<file path="src/rtl/clkstop_pkg.sv">
package clkstop_pkg;

   // Interval select encoding, one bit per channel
   typedef enum logic {
      TMO_SHORT = 1'b0,
      TMO_LONG  = 1'b1
   } tmo_sel_e;

   // Width of a counter that must hold values up to max_val
   function automatic int cnt_width(input int max_val);
      return $clog2(max_val + 1);
   endfunction

endpackage

</file>
<file path="src/rtl/clkstop_sync.sv">
module clkstop_sync #(
   parameter int STAGES = 2
) (
   input  logic clk,
   input  logic rst_n,
   input  logic async_in,
   output logic rise
);

   if (STAGES < 2) begin : g_bad_stages
      $error("clkstop_sync: STAGES must be at least 2");
   end

   // Synchronizer chain plus one extra flop for edge history
   logic [STAGES:0] chain_q;

   for (genvar s = 0; s <= STAGES; s++) begin : g_stage
      if (s == 0) begin : g_first
         always_ff @(posedge clk or negedge rst_n) begin
            if (!rst_n) chain_q[0] <= 1'b0;
            else        chain_q[0] <= async_in;
         end
      end else begin : g_next
         always_ff @(posedge clk or negedge rst_n) begin
            if (!rst_n) chain_q[s] <= 1'b0;
            else        chain_q[s] <= chain_q[s-1];
         end
      end
   end

   assign rise = chain_q[STAGES-1] & ~chain_q[STAGES];

   // a detected rise lasts a single reference cycle
   rise_single_chk: assert property (@(posedge clk) disable iff (!rst_n)
      rise |=> !rise);

endmodule

</file>
<file path="src/rtl/clkstop_timer.sv">
module clkstop_timer #(
   parameter int SHORT_TMO = 256,
   parameter int LONG_TMO  = 4096
) (
   input  logic clk,
   input  logic rst_n,
   input  logic en,
   input  logic rise,
   input  logic sel,
   output logic expire
);

   import clkstop_pkg::*;

   localparam int CNT_W = cnt_width(LONG_TMO);
   localparam logic [CNT_W-1:0] SHORT_M1 = CNT_W'(SHORT_TMO - 1);
   localparam logic [CNT_W-1:0] LONG_M1  = CNT_W'(LONG_TMO - 1);
   localparam logic [CNT_W-1:0] CNT_MAX  = CNT_W'(LONG_TMO);

   if (SHORT_TMO < 2) begin : g_bad_short
      $error("clkstop_timer: SHORT_TMO must be at least 2");
   end
   if (LONG_TMO <= SHORT_TMO) begin : g_bad_long
      $error("clkstop_timer: LONG_TMO must exceed SHORT_TMO");
   end

   logic [CNT_W-1:0] cnt_q, cnt_d;
   logic             trip_q, trip_d;
   logic [CNT_W-1:0] thr;

   always_comb begin
      thr = (tmo_sel_e'(sel) == TMO_LONG) ? LONG_M1 : SHORT_M1;
   end

   // One expiry per silent gap; trip_q blocks repeats until an edge or disable
   always_comb begin
      expire = en && !rise && !trip_q && (cnt_q >= thr);
   end

   always_comb begin
      cnt_d  = cnt_q;
      trip_d = trip_q;
      if (!en || rise) begin
         cnt_d  = '0;
         trip_d = 1'b0;
      end else begin
         if (cnt_q != CNT_MAX) cnt_d = cnt_q + 1'b1;
         if (expire)           trip_d = 1'b1;
      end
   end

   always_ff @(posedge clk or negedge rst_n) begin
      if (!rst_n) begin
         cnt_q  <= '0;
         trip_q <= 1'b0;
      end else begin
         cnt_q  <= cnt_d;
         trip_q <= trip_d;
      end
   end


   cnt_held_chk: assert property (@(posedge clk) disable iff (!rst_n)
      !en |=> (cnt_q == '0));


   cnt_restart_chk: assert property (@(posedge clk) disable iff (!rst_n)
      (en && rise) |=> (cnt_q == '0));


   cnt_bound_chk: assert property (@(posedge clk) disable iff (!rst_n)
      cnt_q <= CNT_MAX);

endmodule

</file>
<file path="src/rtl/clkstop_flag.sv">
module clkstop_flag (
   input  logic clk,
   input  logic rst_n,
   input  logic set,
   input  logic clr,
   output logic flag,
   output logic stop_req
);

   logic flag_q;
   logic req_q;

   // Sticky flag: deliberately outside the reset, set wins over clear
   always_ff @(posedge clk) begin
      flag_q <= set | (flag_q & ~clr);
   end

   always_ff @(posedge clk or negedge rst_n) begin
      if (!rst_n) req_q <= 1'b0;
      else        req_q <= set & ~flag_q;
   end

   assign flag     = flag_q;
   assign stop_req = req_q;


   req_pulse_chk: assert property (@(posedge clk) disable iff (!rst_n)
      req_q |=> !req_q);


   req_with_flag_chk: assert property (@(posedge clk) disable iff (!rst_n)
      req_q |-> flag_q);

endmodule

</file>
<file path="src/rtl/clkstop_monitor.sv">
module clkstop_monitor #(
   parameter int              NUM_CH      = 2,
   parameter int              SYNC_STAGES = 2,
   parameter int              SHORT_TMO   = 256,
   parameter int              LONG_TMO    = 4096,
   parameter int              ADDR_W      = 24,
   parameter logic [23:0]     CLR_ADDR    = 24'h00040B,
   parameter int              STAT_W      = 16,
   parameter int              STAT_LSB    = 14
) (
   input  logic              clk,
   input  logic              rst_n,
   input  logic [NUM_CH-1:0] mon_clk,
   input  logic [NUM_CH-1:0] osc_en,
   input  logic [NUM_CH-1:0] tmo_sel,
   input  logic              rd_en,
   input  logic [ADDR_W-1:0] rd_addr,
   output logic [STAT_W-1:0] status_word,
   output logic [NUM_CH-1:0] stop_req
);

   if (NUM_CH < 1) begin : g_bad_ch
      $error("clkstop_monitor: NUM_CH must be at least 1");
   end
   if (STAT_LSB + NUM_CH > STAT_W) begin : g_bad_stat
      $error("clkstop_monitor: flag bits do not fit in the status word");
   end
   if (ADDR_W > 24 || ADDR_W < 1) begin : g_bad_addr
      $error("clkstop_monitor: ADDR_W must be 1..24");
   end

   localparam logic [ADDR_W-1:0] CLR_MATCH = CLR_ADDR[ADDR_W-1:0];

   logic              rd_hit;
   logic [NUM_CH-1:0] rise;
   logic [NUM_CH-1:0] expire;
   logic [NUM_CH-1:0] flag;

   assign rd_hit = rd_en && (rd_addr == CLR_MATCH);

   for (genvar i = 0; i < NUM_CH; i++) begin : g_ch
      clkstop_sync #(
         .STAGES (SYNC_STAGES)
      ) u_sync (
         .clk      (clk),
         .rst_n    (rst_n),
         .async_in (mon_clk[i]),
         .rise     (rise[i])
      );

      clkstop_timer #(
         .SHORT_TMO (SHORT_TMO),
         .LONG_TMO  (LONG_TMO)
      ) u_timer (
         .clk    (clk),
         .rst_n  (rst_n),
         .en     (osc_en[i]),
         .rise   (rise[i]),
         .sel    (tmo_sel[i]),
         .expire (expire[i])
      );

      clkstop_flag u_flag (
         .clk      (clk),
         .rst_n    (rst_n),
         .set      (expire[i]),
         .clr      (rd_hit),
         .flag     (flag[i]),
         .stop_req (stop_req[i])
      );


      clear_chk: assert property (@(posedge clk) disable iff (!rst_n)
         (rd_hit && !expire[i]) |=> !flag[i]);


      set_wins_chk: assert property (@(posedge clk) disable iff (!rst_n)
         expire[i] |=> flag[i]);


      enabled_set_chk: assert property (@(posedge clk) disable iff (!rst_n)
         $rose(flag[i]) |-> $past(osc_en[i]));
   end

   always_comb begin
      status_word = '0;
      for (int i = 0; i < NUM_CH; i++) begin
         status_word[STAT_LSB + i] = flag[i];
      end
   end

endmodule

</file>
<file path="config.mk">
export PLATFORM = sky130hd
export DESIGN_NAME = clkstop_monitor
export DESIGN_NICKNAME = d
export VERILOG_FILES = /design/src/rtl/clkstop_pkg.sv /design/src/rtl/clkstop_sync.sv /design/src/rtl/clkstop_timer.sv /design/src/rtl/clkstop_flag.sv /design/src/rtl/clkstop_monitor.sv
export SDC_FILE = /design/constraint.sdc
export NUM_CORES = 1
export LEC_CHECK = 0
export BUFFER_PORTS_ARGS = -buffer_cell sky130_fd_sc_hd__buf_2
export CAP_MARGIN = 5
export CORE_ASPECT_RATIO = 1.75
export CORE_MARGIN = 1
export CORE_UTILIZATION = 35
export DETAILED_ROUTE_END_ITERATION = 8
export GPL_ROUTABILITY_DRIVEN = 1
export GPL_TIMING_DRIVEN = 0
export PLACE_DENSITY_LB_ADDON = 0.12
export SYNTH_ARGS = -nofsm -noshare
export SYNTH_HDL_FRONTEND = slang
export SYNTH_HIERARCHICAL = 1
export SYNTH_SLANG_ARGS = --single-unit
</file>
<file path="constraint.sdc">
create_clock -name clk -period 3.8 [get_ports clk]
set_input_delay 0 -clock clk [delete_from_list [all_inputs] [get_ports clk]]
set_output_delay 0 -clock clk [all_outputs]
set_load 0.01 [all_outputs]
</file>
==> flow_summary.ini, run 1 <==
[min_path]
holdPathStages = 5
hp-class = in -> reg

[synthesis]
yosys_warnings = 6
netlist_area_mm2 = 0.002207
synth_cells = 224
avgSynthCellArea_um2 = 9.853
synth_area_leaders = dfrtp_1, ha_1, buf_4
synthFlopType = dfrtp_1
synth-edff-count = 0
synth_most_common_cell = dfrtp_1
async_reset_ff_share_pct = 94.74
ys_seq_elements = 38
yosysUniqueCellTypes = 45
synth_common_cells = dfrtp_1, a21oi_1, inv_1, buf_4, ha_1
ys_seq_area_share_pct = 42.63
yosys.area.top_type_share_pct = 40.82
synth_area_leader_cell = dfrtp_1

[finish]
syn2layout_area_growth_pct = 22.62
final_layout_size_suffix_gt1_share_pct = 25.35
nNetsFinal = 328
fin_cells = 362
fillers = 608
antenna_cells = 0
final_util_pct = 45.32
register_area_um2 = 940.9
multi_input_area_mm2 = 0.001110

[placement]
gp_congestion = 0.7635
hpwlAfterDp_mm = 3.575
io_buffer_count = 36
dp.cells = 351

[route]
firstDrtPassIters = 4
ant_nets = 0
wl_per_cell_um = 12.94
routed_wl_mm = 4.683
via_per_inst = 5.014
drcViolationCount = 0
initialDrtViolationCount = 64
vias = 1815

[sta]
layout_min_cycle_time_ns = 2.007
worst_pin_slew_ns = 0.8112
finalCritPeriodShare_pct = 52.81
slew_headroom_pct = 45.92
rsz0062_at_grt = no
fmax_mhz = 498.3
finClkSkew_ns = 0.01095
setup_viol = 0
setup_tns_ns = 0
hold_viol = 0
maxSlewViolCount = 0

[worst_setup_path]
path_class = reg -> reg
reg2reg_depth = 5
cp-end-kind = flip-flop
required_ns = 4.02
critPathTopFamily = simple AND/OR/NAND/NOR gates
cp-start-kind = flip-flop
path_cells = ha_1, nand3_1, or4_1, a311oi_1, nor2b_1
cp.arrival_ns = 2.23
crit_cells = 5
cp_num_buf_inv = 0
cp_slowest_stage_delay_ns = 0.55
cpMaxStageDelayCell = or4_1
cp_max_fo = 7

[clock_network]
cts_tree = done
cts_buffers = 5
clk_latency_ns = 0.28
ctsResizeCount = 0
clk_pin_slew_ns = 0.08
hold_buffers = 3
clock_path_buffers = 2
post_cts_buffers = 0
root_buffer = clkbuf_8
cts.sinks = 38
h-tree-depth = 2

[power_and_ir_drop]
ir_drop_uv = 268.5
p_leak_uw = 0.001229
totalPowerFinal_uw = 930.2
powerDensity_mw_per_mm2 = 343.7

[global_route]
grt_pass1_wl_mm = 7.990
grt_max_degree = 37
overflow = 0
track_usage_pct = 16.11
antenna_found_initial = 0
first_global_vias = 1739

[floorplan]
core_mm2 = 0.005972
design.portCount = 51
dieArea_mm2 = 0.006640
start_util_pct = 36.96
core.rowCount = 37
die_x_um = 62.03
fp.dieH_um = 107.1

[outcome]
status = completed

[job]
drv_cap = 0
==> final cells by class <==
type	count	share of cell area, %
buffer	19	5.224
clock buffer	6	3.051
clock inverter	2	2.219
inverter	17	2.358
multi-input combinational	163	41.01
sequential	38	34.77
tap	78	3.606
timing repair buffer	39	7.767
==> tightest hold or removal path, delay by kind of cell <==
| family | cells | cell delay, ns |
|---|---|---|
| AND/OR/NAND/NOR | 2 | 0.15 |
| buffers and inverters | 2 | 0.12 |
| AO/OA/AOI/OAI | 1 | 0.10 |
==> registers in the layout (all words and copies together), names as in the netlist <==
| signal | cells |
|---|---|
| g_ch.u_flag/flag | 2 |
| g_ch.u_flag/stop_req | 2 |
| g_ch.u_sync/chain_q | 6 |
| g_ch.u_timer/cnt_q | 26 |
| g_ch.u_timer/trip_q | 2 |
==> metal layers <==
layer,track usage (%),up-vias,wire length (um)
met3,2.654,8,88
met2,28.34,24,2638
met5,0,-,0
met1,17.65,865,1821
met4,7.778,0,134
li1,-,918,-
==> cell families after synthesis <==
logic type	share of synthesized area [%]
flops	42.63
simple gates	23.58
xor+xnor	1.588
other cells	0.1699
fa+ha+maj	6.803
buf+inv	9.297
mux	2.324
compound gates	13.61
==> worst paths after layout <==
kind | startpoint | endpoint | slack (ns)
min in group asynchronous | rst_n | g_ch[1].u_flag/stop_req$_DFF_PN0_ | 0.34
hold reg to reg | g_ch[0].u_sync/chain_q[0]$_DFF_PN0_ | g_ch[0].u_sync/chain_q[1]$_DFF_PN0_ | 0.35
hold / removal | rd_addr[12] | g_ch[1].u_flag/flag$_DFF_P_ | 0.10
max in group asynchronous | rst_n | g_ch[1].u_sync/chain_q[0]$_DFF_PN0_ | 2.94
setup reg to reg | g_ch[0].u_timer/cnt_q[9]$_DFFE_PN0P_ | g_ch[0].u_flag/stop_req$_DFF_PN0_ | 1.79
setup / recovery | g_ch[0].u_timer/cnt_q[9]$_DFFE_PN0P_ | g_ch[0].u_flag/stop_req$_DFF_PN0_ | 1.79
==> power by group <==
part / total [uW] / switching (uW) / internal (uW)
Sequential: 422 / 9.14 / 413
Clock: 422 / 142 / 280
Combinational: 85.9 / 44.1 / 41.7
==> stage by stage <==
step	area (um^2)	worst slack [ns]	hold WS, ns
2_1_floorplan	2256	1.990	-0.2956
3_3_place_gp	2534	1.811	0.1092
3_5_place_dp	2534	1.756	0.1097
4_1_cts	2706	1.763	0.09251
5_1_grt	2706	1.642	0.1330
6_report	2706	1.793	0.1010
==> placed cells by master (no fill, tap or decap), types with 2 or more instances in the layout <==
cell / n
nor2b_1: 4
nand4_2: 2
dlygate4sd3_1: 3
mux2i_1: 4
nor2b_4: 2
nor2_1: 6
conb_1: 14
a21o_1: 2
o21ai_0: 7
buf_4: 14
or3_1: 6
bufinv_16: 2
nand2_1: 11
buf_6: 2
a21oi_1: 19
o31ai_1: 8
xnor2_1: 2
o21a_1: 2
buf_2: 38
nand4_1: 5
nor4_1: 4
nor4b_1: 5
inv_1: 17
or4_1: 11
dfxtp_1: 2
a31oi_1: 2
dfrtp_1: 36
nand3_1: 11
ha_1: 12
nand2b_1: 3
nand4b_1: 3
xor2_1: 2
clkbuf_8: 6
nor3_1: 3
No activity file was read; power rests on OpenSTA's default activity.
==> run 2, diff against run 1 <==
clock period = 1.9 ns   (was 3.8 ns; I/O delays follow)
==> run 2 against run 1 <==
Core utilization is 2.5 points higher. Sequential share of layout area is 1.5 points lower. Global-route usage increased by 0.60 points. Critical path type unchanged. Largest cell class unchanged. Largest power group is now clock.
==> flow_summary.ini, run 2 (synthesis gave the netlist of run 1 again) <==
[placement]
place_ws_ns = -0.1441
dpl_cell_area_mm2 = 0.002534
io_buffer_count = 36
gp_congestion = 0.7635
hpwlAfterDp_mm = 3.575

[worst_setup_path]
path_class = reg -> reg
reg2reg_depth = 5
cp-start-kind = flip-flop
cp.arrival_ns = 2.09
cp_max_fo = 8
crit-reg2reg-capture = g_ch[1].u_flag/stop_req$_DFF_PN0_
cp-end-kind = flip-flop
timing.rr.start = g_ch[1].u_timer/cnt_q[8]$_DFFE_PN0P_
rrSetupSlack_ns = 0.04
cpMaxStageDelayCell = or4_4
cp_slowest_stage_delay_ns = 0.59
required_ns = 2.12
path_cells = ha_4, nand3_1, or4_4, a211oi_4, nor2b_1

[floorplan]
die_x_um = 62.03
start_util_pct = 36.96
design.portCount = 51
fp.dieH_um = 107.1
dieArea_mm2 = 0.006640
core_mm2 = 0.005972
core.rowCount = 37

[sta]
slew_headroom_pct = 45.83
setup_tns_ns = 0
finClkSkew_ns = 0.01158
fmax_mhz = 537.1
fin_ws_ns = 0.03813
rsz0062_at_grt = yes
hold_viol = 0
layout_min_cycle_time_ns = 1.862
worst_pin_slew_ns = 0.8125
finalCritPeriodShare_pct = 97.99
setup_viol = 0
maxSlewViolCount = 0

[clock_network]
root_buffer = clkbuf_8
clk_latency_ns = 0.28
clk_pin_slew_ns = 0.08
cts_buffers = 5
cts.sinks = 38
cts_tree = done
clock_path_buffers = 2
h-tree-depth = 2

[finish]
final_cell_area_mm2 = 0.002856
largest_register_ffs = 26
nNetsFinal = 335
antenna_cells = 0
layout_commonest_cell = buf_2
syn2layout_area_growth_pct = 29.42
final_layout_size_suffix_gt1_share_pct = 32.65
layout_common_cells = buf_2, dfrtp_1, buf_4, a21oi_1, inv_1
fillers = 596
reg_top3 = g_ch.u_timer/cnt_q: 26 flops, g_ch.u_sync/chain_q: 6 flops
largest-register = g_ch.u_timer/cnt_q

[power_and_ir_drop]
power_frac_clock_pct = 45.2
power_switching_uw = 396.8
pwr-share-comb_pct = 9.6
ir_drop_uv = 537.0
power_switching_share_pct = 21.21
powerDensity_mw_per_mm2 = 654.9
pwr-share-seq_pct = 45.2
cell_internal_pwr_uw = 1474
p_leak_uw = 0.001256

[min_path]
holdPathStages = 5
hp-class = in -> reg
min-delay-start = rd_addr[12]
hold_end = g_ch[1].u_flag/flag$_DFF_P_

[route]
via_per_inst = 5.024
route.met2.wl_mm = 2.963
routed_wl_mm = 4.995
wl_per_cell_um = 13.54
ant_nets = 0
met3_length_um = 96
drcViolationCount = 0
wirelength_met1_mm = 1.851
firstDrtPassIters = 4
initialDrtViolationCount = 52
vias = 1854
routed.top_layer = met4

[global_route]
overflow = 0
track_usage_pct = 16.71
grt_pass1_wl_mm = 8.224
grt_max_degree = 37
antenna_found_initial = 0
first_global_vias = 1799

[job]
drv_cap = 0

[outcome]
status = completed
-- run 2: cell count changes in the layout (fill, tap and decap cells not counted), moves of 2 or more --
cell and delta:
buf_4 +7, dfrtp_1 -7, dfrtp_2 +7, ha_1 -5, ha_4 +5, or4_1 -2, or4_4 +2
-- run 2: area by class of cell --
class                      instances  area (um^2)  area share, %
multi-input combinational        163         1199          41.96
sequential                        38        949.7          33.25
timing repair buffer              46        262.8          9.198
buffer                            19        141.4          4.950
tap                               78        97.59          3.417
clock buffer                       6        82.58          2.891
inverter                          17        63.81          2.234
clock inverter                     2        60.06          2.102
-- run 2: power groups by stage --
stage                     clock network, uW  registers, uW  logic, uW
after floorplan                           0            861       96.6
after global placement                    0            861        167
after detailed placement                  0            861        169
after CTS                               877            845        176
after global routing                    905            848        204
final                                   846            845        180
-- run 2: critical path, delay by kind of cell (launching register included) --
kind                     cells  cell delay, ns
AND/OR/NAND/NOR              3            0.81
flip-flops                   1            0.48
adder cells (fa/ha/maj)      1            0.28
AO/OA/AOI/OAI                1            0.23
-- run 2: layer usage --
metal	global-route usage [%]	up-vias
met5	0	-
met4	7.937	0
met3	2.533	6
met2	30.32	24
met1	17.57	896
li1	-	928
-- run 2: worst max path at each step --
stage                     slack, ns  cells past startpoint                           endpoint                                   from
after CTS                    0.0009                      5  g_ch[1].u_flag/stop_req$_DFF_PN0_  g_ch[1].u_timer/cnt_q[11]$_DFFE_PN0P_
after global placement        -0.09                      5  g_ch[0].u_flag/stop_req$_DFF_PN0_   g_ch[0].u_timer/cnt_q[9]$_DFFE_PN0P_
after global routing          -0.03                      5  g_ch[1].u_flag/stop_req$_DFF_PN0_  g_ch[1].u_timer/cnt_q[11]$_DFFE_PN0P_
after detailed placement      -0.14                      5  g_ch[0].u_flag/stop_req$_DFF_PN0_   g_ch[0].u_timer/cnt_q[9]$_DFFE_PN0P_
final                          0.04                      5  g_ch[1].u_flag/stop_req$_DFF_PN0_   g_ch[1].u_timer/cnt_q[8]$_DFFE_PN0P_
after floorplan                0.09                      5  g_ch[0].u_flag/stop_req$_DFF_PN0_   g_ch[0].u_timer/cnt_q[8]$_DFFE_PN0P_
-- run 2: repair_timing --
item	CTS	global route
endpoints found under the setup margin	4	3
resized for setup	9	8
endpoints found under the hold margin	38	0
gates cloned	0	0
pin swaps	1	4
buffers inserted	6	1
hold buffers	3	0
-- run 2: through the flow --
step / utilization [%] / instances / power (uW) / hold WS (ns)
2_1_floorplan: - / 237 / 957.3 / -0.2956
3_3_place_gp: 42.43 / 351 / 1028 / 0.1092
3_5_place_dp: 42.43 / 351 / 1030 / 0.1097
4_1_cts: 46.62 / 368 / 1898 / 0.09252
5_1_grt: 47.83 / 369 / 1957 / 0.1332
6_report: 47.83 / 369 / 1871 / 0.09830
